$ cat src/rtl/spu_pkg.sv
package spu_pkg;
  localparam int unsigned ATTR_W = 6;
  localparam int unsigned SID_W  = 8;

  typedef enum logic [2:0] {
    REG_CTRL  = 3'd0,
    REG_INDEX = 3'd1,
    REG_START = 3'd2,
    REG_END   = 3'd3,
    REG_PERM  = 3'd4,
    REG_PROBE = 3'd5
  } reg_sel_e;

  typedef enum logic [1:0] {
    RES_ALLOW   = 2'd0,
    RES_DENY    = 2'd1,
    RES_OVERLAP = 2'd2
  } res_e;

  typedef struct packed {
    logic [SID_W-1:0]  sid;
    logic              sec;
    logic [ATTR_W-1:0] attr;
    logic              valid;
  } perm_t;
endpackage

$ cat src/rtl/spu_region_bank.sv
module spu_region_bank
  import spu_pkg::*;
#(
  parameter int unsigned N  = 4,
  parameter int unsigned GW = 27,
  parameter int unsigned IW = 2
) (
  input  logic                   clk_i,
  input  logic                   rst_ni,
  input  logic                   wr_start_i,
  input  logic                   wr_end_i,
  input  logic                   wr_perm_i,
  input  logic [IW-1:0]          sel_i,
  input  logic [GW-1:0]          gran_i,
  input  perm_t                  perm_i,
  output logic [N-1:0][GW-1:0]   start_o,
  output logic [N-1:0][GW-1:0]   end_o,
  output perm_t [N-1:0]          perm_o
);
  for (genvar g = 0; g < N; g++) begin : g_rgn
    localparam logic [IW-1:0] SEL = IW'(g);
    logic [GW-1:0] start_q, end_q;
    perm_t         perm_q;

    always_ff @(posedge clk_i or negedge rst_ni) begin
      if (!rst_ni) begin
        start_q <= '0;
        end_q   <= '0;
        perm_q  <= '0;
      end else if (sel_i == SEL) begin
        if (wr_start_i) start_q <= gran_i;
        if (wr_end_i)   end_q   <= gran_i;
        if (wr_perm_i)  perm_q  <= perm_i;
      end
    end

    assign start_o[g] = start_q;
    assign end_o[g]   = end_q;
    assign perm_o[g]  = perm_q;
  end
endmodule

$ cat src/rtl/spu_match.sv
module spu_match #(
  parameter int unsigned N  = 4,
  parameter int unsigned GW = 27
) (
  input  logic [GW-1:0]        gran_i,
  input  logic [N-1:0][GW-1:0] start_i,
  input  logic [N-1:0][GW-1:0] end_i,
  input  logic [N-1:0]         valid_i,
  output logic [N-1:0]         hit_o
);
  // inclusive on both granule bounds
  for (genvar g = 0; g < N; g++) begin : g_cmp
    assign hit_o[g] = valid_i[g] && (gran_i >= start_i[g]) && (gran_i <= end_i[g]);
  end
endmodule

$ cat src/rtl/spu_decide.sv
module spu_decide
  import spu_pkg::*;
#(
  parameter int unsigned N = 4
) (
  input  logic [N-1:0]             hit_i,
  input  logic [N-1:0][ATTR_W-1:0] attr_i,
  input  logic [ATTR_W-1:0]        dflt_i,
  input  logic [1:0]               kind_i,
  input  logic                     priv_i,
  output res_e                     res_o
);
  logic [ATTR_W-1:0] sel_attr, eff_attr;
  logic              multi, grant;
  logic [2:0]        bit_idx;

  always_comb begin
    sel_attr = '0;
    for (int i = 0; i < N; i++) begin
      if (hit_i[i]) sel_attr = sel_attr | attr_i[i];
    end
    multi    = |(hit_i & (hit_i - N'(1)));
    eff_attr = (|hit_i) ? sel_attr : dflt_i;
    bit_idx  = priv_i ? (3'd3 + {1'b0, kind_i}) : {1'b0, kind_i};
    grant    = (kind_i != 2'd3) ? eff_attr[bit_idx] : 1'b0;
    if (multi)      res_o = RES_OVERLAP;
    else if (grant) res_o = RES_ALLOW;
    else            res_o = RES_DENY;
  end
endmodule

$ cat src/rtl/span_prot_unit.sv
module span_prot_unit
  import spu_pkg::*;
#(
  parameter int unsigned N_REGIONS = 4,
  parameter int unsigned AW        = 32,
  parameter int unsigned GRAN_BITS = 5
) (
  input  logic          clk_i,
  input  logic          rst_ni,
  input  logic          reg_we_i,
  input  logic [2:0]    reg_addr_i,
  input  logic [31:0]   reg_wdata_i,
  output logic [31:0]   reg_rdata_o,
  input  logic          chk_valid_i,
  input  logic [AW-1:0] chk_addr_i,
  input  logic [1:0]    chk_kind_i,
  input  logic          chk_priv_i,
  output logic          chk_valid_o,
  output logic [1:0]    chk_result_o
);
  localparam int unsigned IW = (N_REGIONS > 1) ? $clog2(N_REGIONS) : 1;
  localparam int unsigned GW = AW - GRAN_BITS;

  logic [N_REGIONS-1:0][GW-1:0]     start_q, end_q;
  perm_t [N_REGIONS-1:0]            perm_q;
  logic [N_REGIONS-1:0]             valid_v;
  logic [N_REGIONS-1:0][ATTR_W-1:0] attr_v;
  logic [N_REGIONS-1:0]             probe_hit, chk_hit;

  logic [ATTR_W-1:0] ctrl_attr_q;
  logic [IW-1:0]     idx_q, probe_idx;
  logic              nomatch_q, multi_q;
  logic              probe_we, probe_none, probe_multi, idx_ok;
  logic [GW-1:0]     wr_gran;
  perm_t             wr_perm;
  res_e              res;
  logic [1:0]        res_q;
  logic              rvalid_q;
  logic              unused_addr_lsb;

  assign unused_addr_lsb = ^chk_addr_i[GRAN_BITS-1:0];

  assign wr_gran       = reg_wdata_i[AW-1:GRAN_BITS];
  assign wr_perm.valid = reg_wdata_i[0];
  assign wr_perm.attr  = reg_wdata_i[ATTR_W:1];
  assign wr_perm.sec   = reg_wdata_i[15];
  assign wr_perm.sid   = reg_wdata_i[16+SID_W-1:16];
  assign probe_we      = reg_we_i && (reg_addr_i == REG_PROBE);

  spu_region_bank #(.N(N_REGIONS), .GW(GW), .IW(IW)) i_bank (
    .clk_i      (clk_i),
    .rst_ni     (rst_ni),
    .wr_start_i (reg_we_i && (reg_addr_i == REG_START)),
    .wr_end_i   (reg_we_i && (reg_addr_i == REG_END)),
    .wr_perm_i  (reg_we_i && (reg_addr_i == REG_PERM)),
    .sel_i      (idx_q),
    .gran_i     (wr_gran),
    .perm_i     (wr_perm),
    .start_o    (start_q),
    .end_o      (end_q),
    .perm_o     (perm_q)
  );

  for (genvar g = 0; g < N_REGIONS; g++) begin : g_fld
    assign valid_v[g] = perm_q[g].valid;
    assign attr_v[g]  = perm_q[g].attr;
  end

  spu_match #(.N(N_REGIONS), .GW(GW)) i_probe_match (
    .gran_i  (wr_gran),
    .start_i (start_q),
    .end_i   (end_q),
    .valid_i (valid_v),
    .hit_o   (probe_hit)
  );

  spu_match #(.N(N_REGIONS), .GW(GW)) i_chk_match (
    .gran_i  (chk_addr_i[AW-1:GRAN_BITS]),
    .start_i (start_q),
    .end_i   (end_q),
    .valid_i (valid_v),
    .hit_o   (chk_hit)
  );

  spu_decide #(.N(N_REGIONS)) i_decide (
    .hit_i  (chk_hit),
    .attr_i (attr_v),
    .dflt_i (ctrl_attr_q),
    .kind_i (chk_kind_i),
    .priv_i (chk_priv_i),
    .res_o  (res)
  );

  always_comb begin
    probe_idx = '0;
    for (int i = 0; i < N_REGIONS; i++) begin
      if (probe_hit[i]) probe_idx = probe_idx | IW'(i);
    end
    probe_none  = ~|probe_hit;
    probe_multi = |(probe_hit & (probe_hit - N_REGIONS'(1)));
  end

  always_ff @(posedge clk_i or negedge rst_ni) begin
    if (!rst_ni) begin
      ctrl_attr_q <= '0;
      idx_q       <= '0;
      nomatch_q   <= 1'b0;
      multi_q     <= 1'b0;
    end else if (reg_we_i) begin
      case (reg_addr_i)
        REG_CTRL: ctrl_attr_q <= reg_wdata_i[ATTR_W-1:0];
        REG_INDEX: begin
          idx_q     <= reg_wdata_i[IW-1:0];
          nomatch_q <= 1'b0;
          multi_q   <= 1'b0;
        end
        REG_PROBE: begin
          if (probe_none) begin
            nomatch_q <= 1'b1;
            multi_q   <= 1'b0;
          end else if (probe_multi) begin
            nomatch_q <= 1'b0;
            multi_q   <= 1'b1;
          end else begin
            idx_q     <= probe_idx;
            nomatch_q <= 1'b0;
            multi_q   <= 1'b0;
          end
        end
        default: ;
      endcase
    end
  end

  always_ff @(posedge clk_i or negedge rst_ni) begin
    if (!rst_ni) begin
      rvalid_q <= 1'b0;
      res_q    <= RES_ALLOW;
    end else begin
      rvalid_q <= chk_valid_i;
      if (chk_valid_i) res_q <= res;
    end
  end

  assign chk_valid_o  = rvalid_q;
  assign chk_result_o = res_q;
  assign idx_ok       = int'(idx_q) < int'(N_REGIONS);

  always_comb begin
    reg_rdata_o = '0;
    case (reg_addr_i)
      REG_CTRL: reg_rdata_o[ATTR_W-1:0] = ctrl_attr_q;
      REG_INDEX: begin
        reg_rdata_o[31]     = nomatch_q;
        reg_rdata_o[30]     = multi_q;
        reg_rdata_o[IW-1:0] = idx_q;
      end
      REG_START: if (idx_ok) reg_rdata_o[AW-1:GRAN_BITS] = start_q[idx_q];
      REG_END:   if (idx_ok) reg_rdata_o[AW-1:GRAN_BITS] = end_q[idx_q];
      REG_PERM: if (idx_ok) begin
        reg_rdata_o[0]                = perm_q[idx_q].valid;
        reg_rdata_o[ATTR_W:1]         = perm_q[idx_q].attr;
        reg_rdata_o[15]               = perm_q[idx_q].sec;
        reg_rdata_o[16+SID_W-1:16]    = perm_q[idx_q].sid;
      end
      default: ;
    endcase
  end
endmodule

$ cat config.mk
export PLATFORM = sky130hd
export DESIGN_NAME = span_prot_unit
export DESIGN_NICKNAME = d
export VERILOG_FILES = /design/src/rtl/spu_pkg.sv /design/src/rtl/spu_region_bank.sv /design/src/rtl/spu_match.sv /design/src/rtl/spu_decide.sv /design/src/rtl/span_prot_unit.sv
export SDC_FILE = /design/constraint.sdc
export NUM_CORES = 1
export LEC_CHECK = 0
export ABC_CLOCK_PERIOD_IN_PS = 4150
export BUFFER_PORTS_ARGS = -buffer_cell sky130_fd_sc_hd__buf_2
export CAP_MARGIN = 20
export CORE_MARGIN = 5
export CORE_UTILIZATION = 50
export DETAILED_ROUTE_END_ITERATION = 8
export GPL_TIMING_DRIVEN = 0
export PLACE_DENSITY = 0.67
export SLEW_MARGIN = 20
export SYNTH_ARGS = -nofsm -noshare
export SYNTH_HDL_FRONTEND = slang
export SYNTH_SLANG_ARGS = --single-unit
$ cat constraint.sdc
create_clock -name clk_i -period 4.15 [get_ports clk_i]
set_input_delay 0.415 -clock clk_i [delete_from_list [all_inputs] [get_ports clk_i]]
set_output_delay 0.415 -clock clk_i [all_outputs]
set_load 0.02 [all_outputs]
Yosys cells after proc, flatten, opt, wreduce, memory -nomap -nowiden

Index checks and enable logic that the tools add are counted.

Register bits after elaboration: 293
Input port bits: 74

$add $sub $neg: 3
Magnitude comparators: 18
Equal/unequal tests: 11
Multiplexer cells: 36
Bitwise operators: 5
Reductions and logical operators: 41

Operators with widths:

| cell                  | number |
|---|---|
| $ge A27 B27 Y1        | 8 |
| $le A27 B27 Y1        | 8 |
| $bmux W27 S2          | 2 |
| $mux W27              | 2 |
| $bmux W16 S2          | 1 |
| $mux W6               | 5 |
| $reduce_and A2 Y1     | 14 |
| $pmux W9 S3           | 1 |
| $logic_and A1 B1 Y1   | 19 |
| $or A6 B6 Y6          | 3 |
| $mux W16              | 1 |
| $pmux W8 S2           | 1 |
| $reduce_or A4 Y1      | 4 |
| $pmux W2 S3           | 2 |
| $pmux W6 S2           | 1 |
| $mux W2               | 5 |
| $and A4 B4 Y4         | 2 |
| $sub A4 B1 Y4 const B | 2 |
| $mux W1               | 7 |
| $eq A3 B2 Y1 const B  | 2 |
| $eq A3 B3 Y1 const B  | 2 |
| $pmux W3 S2           | 1 |
| $eq A2 B2 Y1 const B  | 2 |
| $lt A3 B4 Y1 const B  | 1 |
| 16 further kinds      | 18 |

Logic depth before layout (Yosys ltp)

Gate-level depths: netlist (run 1).

Depth after elaboration: 16
Mapped depth: 14

Cells and area by module

A second synthesis (run 1) with hierarchy kept.

Cell total of the unflattened synthesis: 2446
Area, all modules: 24785.0 µm²

Modules (own cells, without submodules):

| module          | times used | cells each | area each (µm²) |
|---|---|---|---|
| spu_match       | 2          | 761        | 5375.2 |
| spu_region_bank | 1          | 600        | 10502.6 |
| span_prot_unit  | 1          | 270        | 3090.5 |
| spu_decide      | 1          | 54         | 441.7 |

Least setup slack after synthesis (run 1)

Ideal clock, no wire load.

Kind: in2reg
Start point: input reg_wdata_i[5]
End point: register idx_q[0]
Library setup time: 125 ps
Arrival: 3021 ps
Setup slack: 1005 ps
Stages: 13
Path buffers: 0
Cells stage by stage: inv_1 > ha_1 > nor2b_1 > o21a_1 > o21a_1 > o21ai_1 > a31oi_1 > a2111oi_1 > a21boi_1 > maj3_1 > o2111ai_1 > or3b_1 > mux2_2

Word-level cells in the longest chain between the ends: 9
Elaborated cells between the ends (all ways): 29
Classes of those cells: 1 x add/sub; 8 x order compare; 2 x eq/ne; 6 x mux; 1 x bitwise; 11 x reduce/logical

Ends and longest elaborated chain:

| item                                                   | RTL line              | text |
|---|---|---|
| start, declared                                        | span_prot_unit.sv:12  | `input logic [31:0] reg_wdata_i,` |
| branches (longest 9 deep; another with $ge A27 B27 Y1) | n/a                   |  |
| end signal, assigned                                   | span_prot_unit.sv:113 | `idx_q <= reg_wdata_i[IW-1:0];` |
| end signal, assigned                                   | span_prot_unit.sv:125 | `idx_q <= probe_idx;` |
| end, declared                                          | span_prot_unit.sv:31  | `logic [IW-1:0] idx_q, probe_idx;` |

Several ways; the timed one is not identified. The select of a mux whose other input is x is not followed.
A chain may end at the register's enable or synchronous reset.

Final worst setup path (run 1)

Start point: register i_bank.g_rgn[1].end_q[22]
End point: register res_q[0], in the netlist chk_result_o[0]

Word-level cells in the longest chain between the ends: 13
Elaborated cells between the ends (all ways): 17
Classes of those cells: 1 x add/sub; 1 x order compare; 9 x mux; 3 x bitwise; 3 x reduce/logical

Ends and longest elaborated chain:

| item                          | RTL line              | text |
|---|---|---|
| start, declared               | spu_region_bank.sv:22 | `logic [GW-1:0] start_q, end_q;` |
| start signal, assigned        | spu_region_bank.sv:32 | `if (wr_end_i) end_q <= gran_i;` |
| $le A27 B27 Y1 *              | spu_match.sv:13       | `assign hit_o[g] = valid_i[g] && (gran_i >= start_i[g]) && (gran_i <= end_i[g]);` |
| $logic_and A1 B1 Y1 *         | spu_match.sv:13       |  |
| $mux W6                       | spu_decide.sv:20      | `if (hit_i[i]) sel_attr = sel_attr \| attr_i[i];` |
| $or A6 B6 Y6                  | spu_decide.sv:20      |  |
| $mux W6                       | spu_decide.sv:20      |  |
| $or A6 B6 Y6                  | spu_decide.sv:20      |  |
| $mux W6                       | spu_decide.sv:20      |  |
| $mux W6                       | spu_decide.sv:23      | `eff_attr = (\|hit_i) ? sel_attr : dflt_i;` |
| $bmux W1 S3                   | spu_decide.sv:25      | `grant = (kind_i != 2'd3) ? eff_attr[bit_idx] : 1'b0;` |
| $mux W1 (not written as such) | spu_decide.sv:25      |  |
| $mux W1                       | spu_decide.sv:25      |  |
| $mux W1                       | spu_decide.sv:27      | `else if (grant) res_o = RES_ALLOW;` |
| $mux W2 *                     | spu_decide.sv:26      | `if (multi) res_o = RES_OVERLAP;` |
| end signal, assigned          | span_prot_unit.sv:141 | `if (chk_valid_i) res_q <= res;` |
| end, declared                 | span_prot_unit.sv:37  | `logic [1:0] res_q;` |

Every way passes the cells marked *; elsewhere a longest branch is shown, timed or not. The select of a mux whose other input is x is not followed.

==> summary.md, run 1 <==
| Metric | Value |
|---|---|
| Placeable core region | 0.04636 mm² |
| First-pass iteration count of the detailed router | 5 |
| Register bit total from synthesis | 293 |
| Overall power | 0.01914 W |
| Clock sink count | 293 |
| Startpoint type of the worst setup path | register |
| Leakage Power | 12.55 nW |
| Final min period | 4.119 ns |
| Status | finished, final reports clean |
| Power per cell area | 731.5 mW/mm² |
| List of cells traversed by the critical path | inv_1, ha_1, nand4_1, nor4_2, nand4_1, or4_4, a221oi_4, a211o_1, a221o_2, a221oi_1, o41ai_1, nand2_1 |
| Hold WC Path Type | input pin to register |
| Total number of H-tree levels | 2 |
| Count of endpoints failing setup in the final report | 0 |
| EDFF count, synth | 0 |
| Sequential cell area | 0.007332 mm² |
| Routed length per instance | 28.13 µm |
| WHS | 0.1297 ns |
| Worst reg2reg setup slack | 0.03 ns |
| Share of the core filled with cells in the final layout | 0.5645 |
| Hold violation count in the final report | 0 |
| Fraction of final layout cells sized beyond drive strength 1 | 0.1816 |
| Clock tree from TritonCTS | yes |
| Total negative slack for setup checks | 0 ns |
| Transition time at the pin with the least slew margin | 1.180 ns |
| Antenna Diode Count | 0 |
| Routability congestion estimate | 0.9824 |
| Inserted Clock Buffers | 37 |
| Register clock-pin slew on the reported worst setup and hold paths | 0.06 ns |
| Worst endpoint data arrival time | 4.58 ns |
| Maximum Capacitance Violations | 0 |
| Most frequent cells in the layout | sky130_fd_sc_hd__ha_1 (434), sky130_fd_sc_hd__dfrtp_1 (293), sky130_fd_sc_hd__inv_1 (220) |
| Vias per cell | 6.492 |
| Global router's overall resource usage | 0.3367 |
| Later-pin clock latency in the skew report | 0.58 ns |
| Slowest cell on the critical path | sky130_fd_sc_hd__a221oi_4 |
| Leading register cell type out of synthesis | sky130_fd_sc_hd__dfrtp_1 |
| Launch instance of the worst min-delay path | reg_wdata_i[3] |
| Peak supply drop | 0.0004028 V |
| Combined area of the multi-input logic cells | 0.01500 mm² |
| Type of the worst setup path | register to register |
| Worst setup path start | i_bank.g_rgn[1].end_q[22] |
| Number of instances in the synthesized netlist | 2,316 |
| Library cell appearing most often on the critical path | sky130_fd_sc_hd__nand4_1 |
| Final net count | 2,970 |
| Data required time at the worst endpoint | 4.62 ns |
| Final Slew Violations | 0 |
| Bufs on Longest Clock Path | 3 |
| Floorplan die width | 226.2 µm |
| Total overflow reported by the global router | 0 |
| Synth Area per Inst | 10.09 µm² |
| Number of cells on the worst reg-to-reg path | 12 |
| Number of rows in the core area | 79 |
| Remaining DRCs | 0 |
| Worst clock skew on the final layout | 0.02553 ns |
| Nature of the critical path endpoint | register |
| Rel. slew slack | 0.2114 |
| Count of boundary I/O pins | 109 |
| Clk Tree Root Cell | sky130_fd_sc_hd__clkbuf_16 |
| Number of antenna violations at the first check in global routing | 0 |
| Signed area change from the synthesized netlist to the final layout | 12.03% |
| Worst flop-to-flop path startpoint | i_bank.g_rgn[1].end_q[22] |
| Number of global-route vias before repair | 19,700 |
| Post-route clock period utilization | 0.9925 |
| Buffer and inverter count on the worst path | 1 |
| Die Outline Area | 0.05115 mm² |
| Synth warnings | 0 |
| Post-DP HPWL | 66,660 µm |
| Number of cells on the critical path | 12 |
| Effective utilization at floorplan | 0.5039 |
| Count of unique library cells instantiated by Yosys | 71 |
| Post-synthesis instance area | 0.02336 mm² |
| Max FO, Critical Path | 9 |
| Post-detailed-routing wire length | 87,090 µm |
| Fraction of registers with async set or reset after synthesis | 1.000 |
| Total via count after detailed routing | 20,100 |
| Cell depth of the worst min-delay path | 2 |
| Number of port buffers | 101 |
| Post-Synthesis Net Count | 2,824 |
| Pin count of the biggest net entering global routing | 93 |
| Global-route wire length before repair | 128,500 µm |
| Fill count | 4,100 |
| Setup repair after global routing missed its margin | yes |
| Maximum clock frequency | 242.8 MHz |
| Family with the most delay on the worst path | simple AND/OR/NAND/NOR gates |
| Number of routed nets with antenna violations | 0 |
| Die Height | 226.2 µm |
| Slowest stage delay, CP | 0.72 ns |
| Count of routing violations after the opening detailed-route iteration | 2,124 |
| Leading cell type in the layout, fill and taps excluded | sky130_fd_sc_hd__ha_1 |
| Number of buffers added for setup after CTS | 0 |
| Share of synthesized area occupied by flip-flops and latches | 0.3139 |
## cells in the mapped netlist, types with 7 or more instances
cell type                   instances  area (µm²)
sky130_fd_sc_hd__nand4_1           67       419.2
sky130_fd_sc_hd__o21ai_0          192       960.9
sky130_fd_sc_hd__nand2b_1           9       56.30
sky130_fd_sc_hd__a2111oi_0          9       78.83
sky130_fd_sc_hd__a21oi_1          128       640.6
sky130_fd_sc_hd__nand2_1          194       728.2
sky130_fd_sc_hd__mux2_2           181        2038
sky130_fd_sc_hd__ha_1             434        5430
sky130_fd_sc_hd__nor3_1            19       95.09
sky130_fd_sc_hd__buf_1             13       48.80
sky130_fd_sc_hd__nor2b_1           34       212.7
sky130_fd_sc_hd__a22oi_1           17       127.6
sky130_fd_sc_hd__inv_1            220       825.8
sky130_fd_sc_hd__and4_1             7       61.31
sky130_fd_sc_hd__o21a_1            23       172.7
sky130_fd_sc_hd__a221oi_1           9       78.83
sky130_fd_sc_hd__mux4_2            70        1577
sky130_fd_sc_hd__nor2_1            70       262.8
sky130_fd_sc_hd__dfrtp_1          293        7332
sky130_fd_sc_hd__nand3_1           55       275.3
sky130_fd_sc_hd__clkbuf_1          62       232.7
sky130_fd_sc_hd__o211ai_1          10       75.07
sky130_fd_sc_hd__a21o_1            58       435.4
sky130_fd_sc_hd__a211oi_1          25       187.7
sky130_fd_sc_hd__mux2i_1           21       210.2
## path summary, 6_finish.rpt
kind	endpoint
max	chk_result_o[0]
min	ctrl_attr_q[3]
max reg2reg	chk_result_o[0]
min reg2reg	chk_result_o[1]
max in group asynchronous	i_bank.g_rgn[0].end_q[25]
min in group asynchronous	i_bank.g_rgn[2].start_q[6]
## registers in the layout, summed over array words and instances (netlist names)
name / count
chk_result_o: 2
chk_valid_o: 1
multi_q: 1
idx_q: 2
ctrl_attr_q: 6
nomatch_q: 1
i_bank.g_rgn.start_q: 108
i_bank.perm_o: 64
i_bank.g_rgn.end_q: 108
## worst reg2reg max path, cell delays in order, from the launching register on
cell and delay, ns:
sky130_fd_sc_hd__dfrtp_1 0.38, sky130_fd_sc_hd__inv_1 0.09, sky130_fd_sc_hd__ha_1 0.32, sky130_fd_sc_hd__nand4_1 0.23, sky130_fd_sc_hd__nor4_2 0.57, sky130_fd_sc_hd__nand4_1 0.22
sky130_fd_sc_hd__or4_4 0.59, sky130_fd_sc_hd__a221oi_4 0.72, sky130_fd_sc_hd__a211o_1 0.26, sky130_fd_sc_hd__a221o_2 0.11, sky130_fd_sc_hd__a221oi_1 0.04, sky130_fd_sc_hd__o41ai_1 0.37
sky130_fd_sc_hd__nand2_1 0.09
## layout make-up
class	instances	share of cell area
plain buffers	77	0.01195
clock buffers	50	0.03954
clock inverters	16	0.01085
inverters	220	0.03155
multi-input cells	1726	0.5731
flip-flops and latches	293	0.2802
well taps	607	0.02902
repair buffers	107	0.02381
## metrics by stage
step	worst slack, ns	std cells	cell area, µm²
after floorplan	1.005	2316	23360
after global placement	-3.067	3024	24630
after detailed placement	-0.7190	3028	24750
after CTS	0.003690	3096	26150
after global routing	-0.06577	3096	26170
final	0.03096	3096	26170
## power by group
| group | switching, W | total, W | internal [W] |
|---|---|---|---|
| registers | 0.00107 | 0.00528 | 0.00421 |
| logic | 0.00585 | 0.0103 | 0.00444 |
| clock network | 0.00138 | 0.00357 | 0.00219 |
## timing repair
action                     4_1_cts  5_1_grt
hold endpoints to repair        35        0
setup endpoints to repair       31       17
pin swaps                        0        1
hold buffers                     2        0
gates resized for setup         13        8
## cells by family after synthesis
| family | synth area share |
|---|---|
| AOI/OAI and AO/OA | 0.1389 |
| and+or+nand+nor | 0.1017 |
| adders and majority gates | 0.2333 |
| buffers and inverters | 0.04783 |
| DFF | 0.3139 |
| muxes | 0.1637 |
| xor gates and xnor gates | 0.0007500 |
## layer usage
layer  routed length [µm]  up-vias  global-route usage
li1                     -     8887                   -
met1                36340    10030              0.4713
met2                37910      970              0.5073
met3                 8403      212             0.06720
met4                 4435        0              0.1523
met5                    0        -                   0
(Power assumes the default switching activity.)
==> run 2, diff against run 1 <==
Settings changed: ABC_AREA set to 1.
==> run 2 against run 1 <==
  * Sequential share of layout area shrank 0.36 points
  * Largest power group unchanged
  * Largest cell class unchanged
  * Combinational power grew 13%
  * Area after synthesis grew 2.0%
  * The run now ends with negative setup slack left
  * Highest routed layer is now met5
  * Via count grew 24%
==> summary.md, run 2 <==
| Metric | Value |
|---|---|
| Die Outline Area | 0.05214 mm² |
| Fraction of registers with async set or reset after synthesis | 1.000 |
| Post-route clock period utilization | 1.006 |
| Post-detailed-routing wire length | 112,200 µm |
| Clock tree from TritonCTS | yes |
| Type of the worst setup path | register to primary output |
| Total overflow reported by the global router | 0 |
| Most common cell in the synthesized netlist | sky130_fd_sc_hd__nand2_1 |
| Synth warnings | 0 |
| Status | complete, but fails checks |
| Slowest stage delay, CP | 0.74 ns |
| Nature of the critical path endpoint | primary output |
| Remaining DRCs | 0 |
| Power per cell area | 753.8 mW/mm² |
| Launch instance of the worst min-delay path | reg_wdata_i[4] |
| Floorplan die width | 228.3 µm |
| Final instance area | 0.02651 mm² |
| Final min period | 4.176 ns |
| Number of cells on the worst reg-to-reg path | 13 |
| Maximum clock frequency | 239.5 MHz |
| Global router's overall resource usage | 0.4168 |
| List of cells traversed by the critical path | clkbuf_1, nor2_1, clkbuf_1, clkbuf_1, a22oi_1, a21oi_1, a21oi_1, nand3_1, buf_2 |
| Total number of H-tree levels | 2 |
| Die Height | 228.3 µm |
| Total via count after detailed routing | 24,910 |
| Slowest cell on the critical path | sky130_fd_sc_hd__clkbuf_1 |
| Vias per cell | 6.345 |
| Share of synthesized area occupied by flip-flops and latches | 0.3076 |
| Layout Cells excl Fill | 3,926 |
| Post-Synthesis Net Count | 3,641 |
| Post-synthesis instance area | 0.02384 mm² |
| Global-route wire length before repair | 160,100 µm |
| Leakage Power | 13.01 nW |
| Placed insts | 3,855 |
| Library cell appearing most often on the critical path | sky130_fd_sc_hd__clkbuf_1 |
| Count of endpoints failing setup in the final report | 2 |
| DP Worst Slack | 0.03313 ns |
| Leading cell type in the layout, fill and taps excluded | sky130_fd_sc_hd__nand2_1 |
| Post-DP HPWL | 87,490 µm |
| Max FO, Critical Path | 10 |
| Yosys top cell area share | 0.3076 |
| R2R Path End | idx_q[1] |
| Worst endpoint data arrival time | 3.76 ns |
| Number of routed nets with antenna violations | 0 |
| First-pass iteration count of the detailed router | 6 |
| Bufs on Longest Clock Path | 3 |
| Cell depth of the worst min-delay path | 3 |
| Data required time at the worst endpoint | 3.73 ns |
| Hold Path End | i_bank.perm_o[36] |
| Pin count of the biggest net entering global routing | 89 |
| Maximum Capacitance Violations | 0 |
| Number of instances in the synthesized netlist | 3,133 |
| Register clock-pin slew on the reported worst setup and hold paths | 0.06 ns |
| Commonest cells post-synth | sky130_fd_sc_hd__nand2_1 (745), sky130_fd_sc_hd__ha_1 (434), sky130_fd_sc_hd__inv_1 (428) |
| Hold violation count in the final report | 0 |
| Fraction of final layout cells sized beyond drive strength 1 | 0.06467 |
| Most frequent cells in the layout | sky130_fd_sc_hd__nand2_1 (745), sky130_fd_sc_hd__ha_1 (434), sky130_fd_sc_hd__inv_1 (428) |
| Final Slew Violations | 0 |
| Post-synth top area cell | sky130_fd_sc_hd__dfrtp_1 |
| Clock sink count | 293 |
| Worst setup margin | -0.02597 ns |
| Signed area change from the synthesized netlist to the final layout | 11.21% |
| Number of global-route vias before repair | 23,580 |
| Count of routing violations after the opening detailed-route iteration | 3,311 |
| Placeable core region | 0.04745 mm² |
| Startpoint type of the worst setup path | register |
| Effective utilization at floorplan | 0.5024 |
| Worst setup path start | idx_q[1] |
| Count of boundary I/O pins | 109 |
| Worst reg2reg setup slack | 0.80 ns |
| Number of antenna violations at the first check in global routing | 3 |
| Setup repair after global routing missed its margin | no |
| Worst clock skew on the final layout | 0.02158 ns |
| Top post-synthesis cells by area | sky130_fd_sc_hd__dfrtp_1 (31%), sky130_fd_sc_hd__ha_1 (23%), sky130_fd_sc_hd__nand2_1 (12%) |
| Routed length per instance | 28.59 µm |
| Peak supply drop | 0.0004379 V |
| Later-pin clock latency in the skew report | 0.59 ns |
| Number of port buffers | 103 |
| Violated checks | negative setup slack |
| Final net count | 3,789 |
| Fill count | 4,500 |
| Register bit total from synthesis | 293 |
| Inserted Clock Buffers | 37 |
| Number of rows in the core area | 80 |
| Transition time at the pin with the least slew margin | 1.272 ns |
| Clk Tree Root Cell | sky130_fd_sc_hd__clkbuf_16 |
| Rel. slew slack | 0.1517 |
| EDFF count, synth | 0 |
| Count of unique library cells instantiated by Yosys | 43 |
| Synth Area per Inst | 7.609 µm² |
| Worst flop-to-flop path startpoint | i_bank.g_rgn[0].start_q[15] |
| Leading register cell type out of synthesis | sky130_fd_sc_hd__dfrtp_1 |
| Placed cell areas | 0.02523 mm² |
| Hold WC Path Type | input pin to register |
| Routability congestion estimate | 1.049 |
-- run 2: cell count changes after synthesis, sizes merged, moves of 26 or more --
cell | previous run | this run
o221ai | 0 | 26
nand2 | 194 | 751
mux2 | 181 | 5
nor2 | 70 | 125
a21o | 58 | 20
nor2b | 34 | 0
o21ai | 193 | 372
nand3 | 55 | 102
mux4 | 70 | 0
a21oi | 128 | 175
inv | 220 | 431
o22ai | 2 | 92
-- run 2: area by class of cell --
class                           instances  area, µm²  area share
Antenna cell                            2      5.005   0.0001888
Inverter                              433       1625     0.06131
Clock buffer                           48       1037     0.03913
Clock inverter                         19      214.0    0.008071
Timing Repair Buffer                  109      635.6     0.02398
Tap cell                              615      769.5     0.02903
Buffer                                 86      327.8     0.01237
Multi-Input combinational cell       2321      14560      0.5494
Sequential cell                       293       7332      0.2766
-- run 2: worst max-delay path by stage --
stage	endpoint	slack (ns)	depth (start not counted)
2_1_floorplan	idx_q[1]	1.95	16
3_3_place_gp	i_bank.g_rgn[1].end_q[14]	-2.88	1
3_5_place_dp	idx_q[1]	0.03	14
4_1_cts	reg_rdata_o[12]	0.006	8
5_1_grt	reg_rdata_o[6]	0.03	8
6_report	reg_rdata_o[5]	-0.03	9
-- run 2: through the flow --
step / hold WS (ns) / utilization / total power (W) / setup TNS (ns)
CTS: 0.1035 / 0.5586 / 0.01955 / 0
detailed placement: 0.3946 / 0.5318 / 0.01615 / 0
finish: 0.1176 / 0.5588 / 0.01998 / -0.03269
floorplan: 0.1194 / - / 0.01182 / 0
global placement: 0.4614 / 0.5295 / 0.01580 / -834.21
global route: 0.1323 / 0.5587 / 0.02125 / 0
-- run 2: logic make-up (layout without fill, tap and decap cells) --
| kind of cell | count (synthesis) | after routing | synth area share |
|---|---|---|---|
| AOI/OAI and AO/OA | 760 | 760 | 0.1800 |
| buffers and inverters | 519 | 695 | 0.08172 |
| adders and majority gates | 434 | 434 | 0.2278 |
| muxes | 5 | 5 | 0.002362 |
| and+or+nand+nor | 1121 | 1121 | 0.2001 |
| xor gates and xnor gates | 1 | 1 | 0.0003675 |
| other | 0 | 2 | 0 |
| DFF | 293 | 293 | 0.3076 |
-- run 2: report_power, final --
group	switching [W]	internal [W]	leakage (nW)
clock	0.00146	0.00192	0.620
sequential	0.000870	0.00417	3.70
combinational	0.00792	0.00364	8.69
-- run 2: critical path, delay by kind of cell, from the launching register on --
| kind | cells | cell delay [ns] |
|---|---|---|
| compound gates | 3 | 0.71 |
| buf+inv | 4 | 1.73 |
| simple gates | 2 | 0.34 |
| flops | 1 | 0.37 |
-- run 2: layer usage --
metal | track usage | vias to the layer above | part of all wire
li1 | - | 11050 | -
met1 | 0.5428 | 11820 | 0.39
met2 | 0.6226 | 1628 | 0.41
met3 | 0.09727 | 411 | 0.11
met4 | 0.2719 | 4 | 0.086
met5 | 0 | - | 0.00023
-- run 2: timing repair --
item / CTS / global route
endpoints found under the hold margin: 60 / 0
resized for setup: 1 / 6
endpoints found under the setup margin: 5 / 8
hold buffers: 2 / 0
buffers inserted: 0 / 0
==> run 3, diff against run 2 <==
Settings changed: CELL_PAD_IN_SITES_DETAIL_PLACEMENT set to 0, CELL_PAD_IN_SITES_GLOBAL_PLACEMENT set to 1, CORE_UTILIZATION 50 to 47, PLACE_DENSITY 0.67 to not set, PLACE_DENSITY_LB_ADDON set to 0.1.
==> run 3 against run 2 <==
  * The run now ends clean
  * Combinational power barely moved
  * Worst hold slack gained 0.0017 ns
  * Global-route usage down 2.9 points
  * Final area grew 0.93%
  * Utilization down 2.5 points
  * Total power is 1.9% higher
  * Sequential cell count unchanged
  * Non-clock buffer count is 1 lower
  * Clock power up 14%
  * Sequential share of layout area shrank 0.25 points
  * Critical path type unchanged
  * Highest routed layer unchanged
==> summary.md, run 3 (synthesis results as in run 2) <==
| Metric | Value |
|---|---|
| Status | finished, final reports clean |
| Count of boundary I/O pins | 109 |
| Hold violation count in the final report | 0 |
| Hold WC Path Type | input pin to register |
| Sw Share | 0.4989 |
| Slowest cell on the critical path | sky130_fd_sc_hd__clkdlybuf4s15_1 |
| Type of the worst setup path | register to primary output |
| Buffer and inverter count on the worst path | 4 |
| Die Outline Area | 0.05532 mm² |
| Nature of the critical path endpoint | primary output |
| Family with the most delay on the worst path | buffers and inverters |
| Placed cell areas | 0.02529 mm² |
| Remaining DRCs | 0 |
| Final instance area | 0.02676 mm² |
| Max FO, Critical Path | 10 |
| Slowest stage delay, CP | 0.80 ns |
| Data required time at the worst endpoint | 3.73 ns |
| Floorplan die width | 235.2 µm |
| Routed length per instance | 27.92 µm |
| Internal Dissipation | 0.01021 W |
| Setup repair after global routing missed its margin | no |
| Maximum clock frequency | 244.2 MHz |
| Count of routing violations after the opening detailed-route iteration | 3,138 |
| Worst flop-to-flop path startpoint | i_bank.g_rgn[0].start_q[15] |
| Combined area of the multi-input logic cells | 0.01456 mm² |
| Leading cell type in the layout, fill and taps excluded | sky130_fd_sc_hd__nand2_1 |
| Transition time at the pin with the least slew margin | 1.303 ns |
| Total via count after detailed routing | 24,390 |
| WHS | 0.1193 ns |
| Worst setup path start | idx_q[1] |
| Worst reg2reg setup slack | 0.63 ns |
| Fill count | 4,905 |
| Placeable core region | 0.05017 mm² |
| Rel. slew slack | 0.1316 |
| Number of rows in the core area | 82 |
| Final Slew Violations | 0 |
| Peak supply drop | 0.0004073 V |
| Bufs on Longest Clock Path | 3 |
| Leakage Power | 13.09 nW |
| Routability congestion estimate | 1.047 |
| Final min period | 4.095 ns |
| Number of buffers added for setup after CTS | 0 |
| Number of port buffers | 103 |
| Combinational share of power | 0.563 |
| R2R Path End | idx_q[0] |
| Worst endpoint data arrival time | 3.68 ns |
| Fraction of final layout cells sized beyond drive strength 1 | 0.06467 |
| Post-DP HPWL | 86,970 µm |
| Vias per cell | 6.123 |
| Maximum Capacitance Violations | 0 |
| Total overflow reported by the global router | 0 |
| Clock sink count | 293 |
| Count of endpoints failing setup in the final report | 0 |
| Global-route wire length before repair | 158,500 µm |
| Signed area change from the synthesized netlist to the final layout | 12.25% |
| Worst clock skew on the final layout | 0.02167 ns |
| Final net count | 3,788 |
| Part of the power in registers | 0.247 |
| Power per cell area | 761.4 mW/mm² |
| Post-detailed-routing wire length | 111,200 µm |
| Total net switching power | 0.01016 W |
| Number of global-route vias before repair | 22,980 |
| List of cells traversed by the critical path | clkbuf_1, nand2_1, clkdlybuf4s15_1, clkbuf_2, o22ai_1, o21ai_0, nand3_1, buf_2 |
| Global router's overall resource usage | 0.3874 |
| Post-route clock period utilization | 0.9868 |
| Register clock-pin slew on the reported worst setup and hold paths | 0.06 ns |
| Effective utilization at floorplan | 0.4751 |
| Part of the power in the clock network | 0.190 |
| Number of routed nets with antenna violations | 0 |
| Clk Tree Root Cell | sky130_fd_sc_hd__clkbuf_16 |
| DP Worst Slack | 0.008711 ns |
| Die Height | 235.2 µm |
| Number of cells on the critical path | 8 |
| Most frequent cells in the layout | sky130_fd_sc_hd__nand2_1 (745), sky130_fd_sc_hd__ha_1 (434), sky130_fd_sc_hd__inv_1 (428) |
| Inserted Clock Buffers | 37 |
| Number of antenna violations at the first check in global routing | 3 |
| Number of cells on the worst reg-to-reg path | 14 |
| First-pass iteration count of the detailed router | 9 |
| Endpoint of the worst setup timing path | reg_rdata_o[6] |
| Later-pin clock latency in the skew report | 0.58 ns |
| Share of the core filled with cells in the final layout | 0.5333 |
| Clock tree from TritonCTS | yes |
| Sequential cell area | 0.007332 mm² |
| Total number of H-tree levels | 2 |
| Startpoint type of the worst setup path | register |
| Pin count of the biggest net entering global routing | 98 |
| Worst setup margin | 0.05463 ns |
[run 3: cell types whose count changed in the layout (fill, tap and decap cells not counted), sizes merged]
cell	previous run	this run
clkbuf	129	128
bufinv	2	10
inv	433	438
clkdlybuf4s15	0	1
buf	112	110
clkinv	16	4
clkinvlp	1	2
[run 3: repair_timing]
item / CTS / global route
hold endpoints to repair: 16 / 0
hold buffers: 2 / 0
setup endpoints to repair: 7 / 3
resized for setup: 3 / 6
[run 3: how the worst min path moves through the flow]
stage                          from                          to  slack [ns]  cells after the start
finish               reg_wdata_i[3]            i_bank.perm_o[3]        0.12                      3
global route         reg_wdata_i[3]           i_bank.perm_o[51]        0.15                      3
CTS                  reg_wdata_i[3]            i_bank.perm_o[3]        0.11                      3
detailed placement           rst_ni  i_bank.g_rgn[0].start_q[0]        0.25                      1
global placement    chk_result_o[0]             chk_result_o[0]        0.46                      2
floorplan                    rst_ni             chk_result_o[0]        0.12                      0
[run 3: stage by stage]
stage	TNS (ns)	total power, W	instances
after detailed placement	0	0.01610	3911
after CTS	0	0.01999	3981
final	0	0.02037	3983
after global placement	-863.91	0.01577	3908
after floorplan	0	0.01182	3133
after global routing	0	0.02167	3981
[run 3: power groups by stage]
stage	registers (W)	logic, W	clock network [W]
floorplan	0.00477	0.00706	0
global placement	0.00500	0.0108	0
detailed placement	0.00504	0.0111	0
CTS	0.00500	0.0111	0.00387
global route	0.00517	0.0125	0.00398
finish	0.00504	0.0115	0.00387
[run 3: final cells by class]
class,count,area share
Sequential cell,293,0.2740
Inverter,433,0.06074
Buffer,86,0.01253
Clock inverter,21,0.01529
Tap cell,672,0.03142
Multi-Input combinational cell,2321,0.5441
Antenna cell,2,0.0001870
Clock buffer,47,0.03825
Timing Repair Buffer,108,0.02347
[run 3: layer usage]
layer  part of all wire  track usage
met5            0.00012            0
met4              0.063       0.1979
met3               0.11      0.09255
met2               0.42       0.5878
met1               0.41       0.5178
[run 3: worst register-to-register path: stages, from the launching register on]
cell and delay (ns):
sky130_fd_sc_hd__dfrtp_1 0.34, sky130_fd_sc_hd__inv_1 0.09, sky130_fd_sc_hd__ha_1 0.39, sky130_fd_sc_hd__nand4_1 0.39, sky130_fd_sc_hd__nor4_1 1.07, sky130_fd_sc_hd__nand3_1 0.23, sky130_fd_sc_hd__nand3_1 0.21, sky130_fd_sc_hd__nand3_1 0.11
sky130_fd_sc_hd__nand2_1 0.12, sky130_fd_sc_hd__inv_1 0.05, sky130_fd_sc_hd__nand2_1 0.05, sky130_fd_sc_hd__nand3_1 0.15, sky130_fd_sc_hd__nand2_1 0.14, sky130_fd_sc_hd__nand2_1 0.08, sky130_fd_sc_hd__nand2_1 0.07
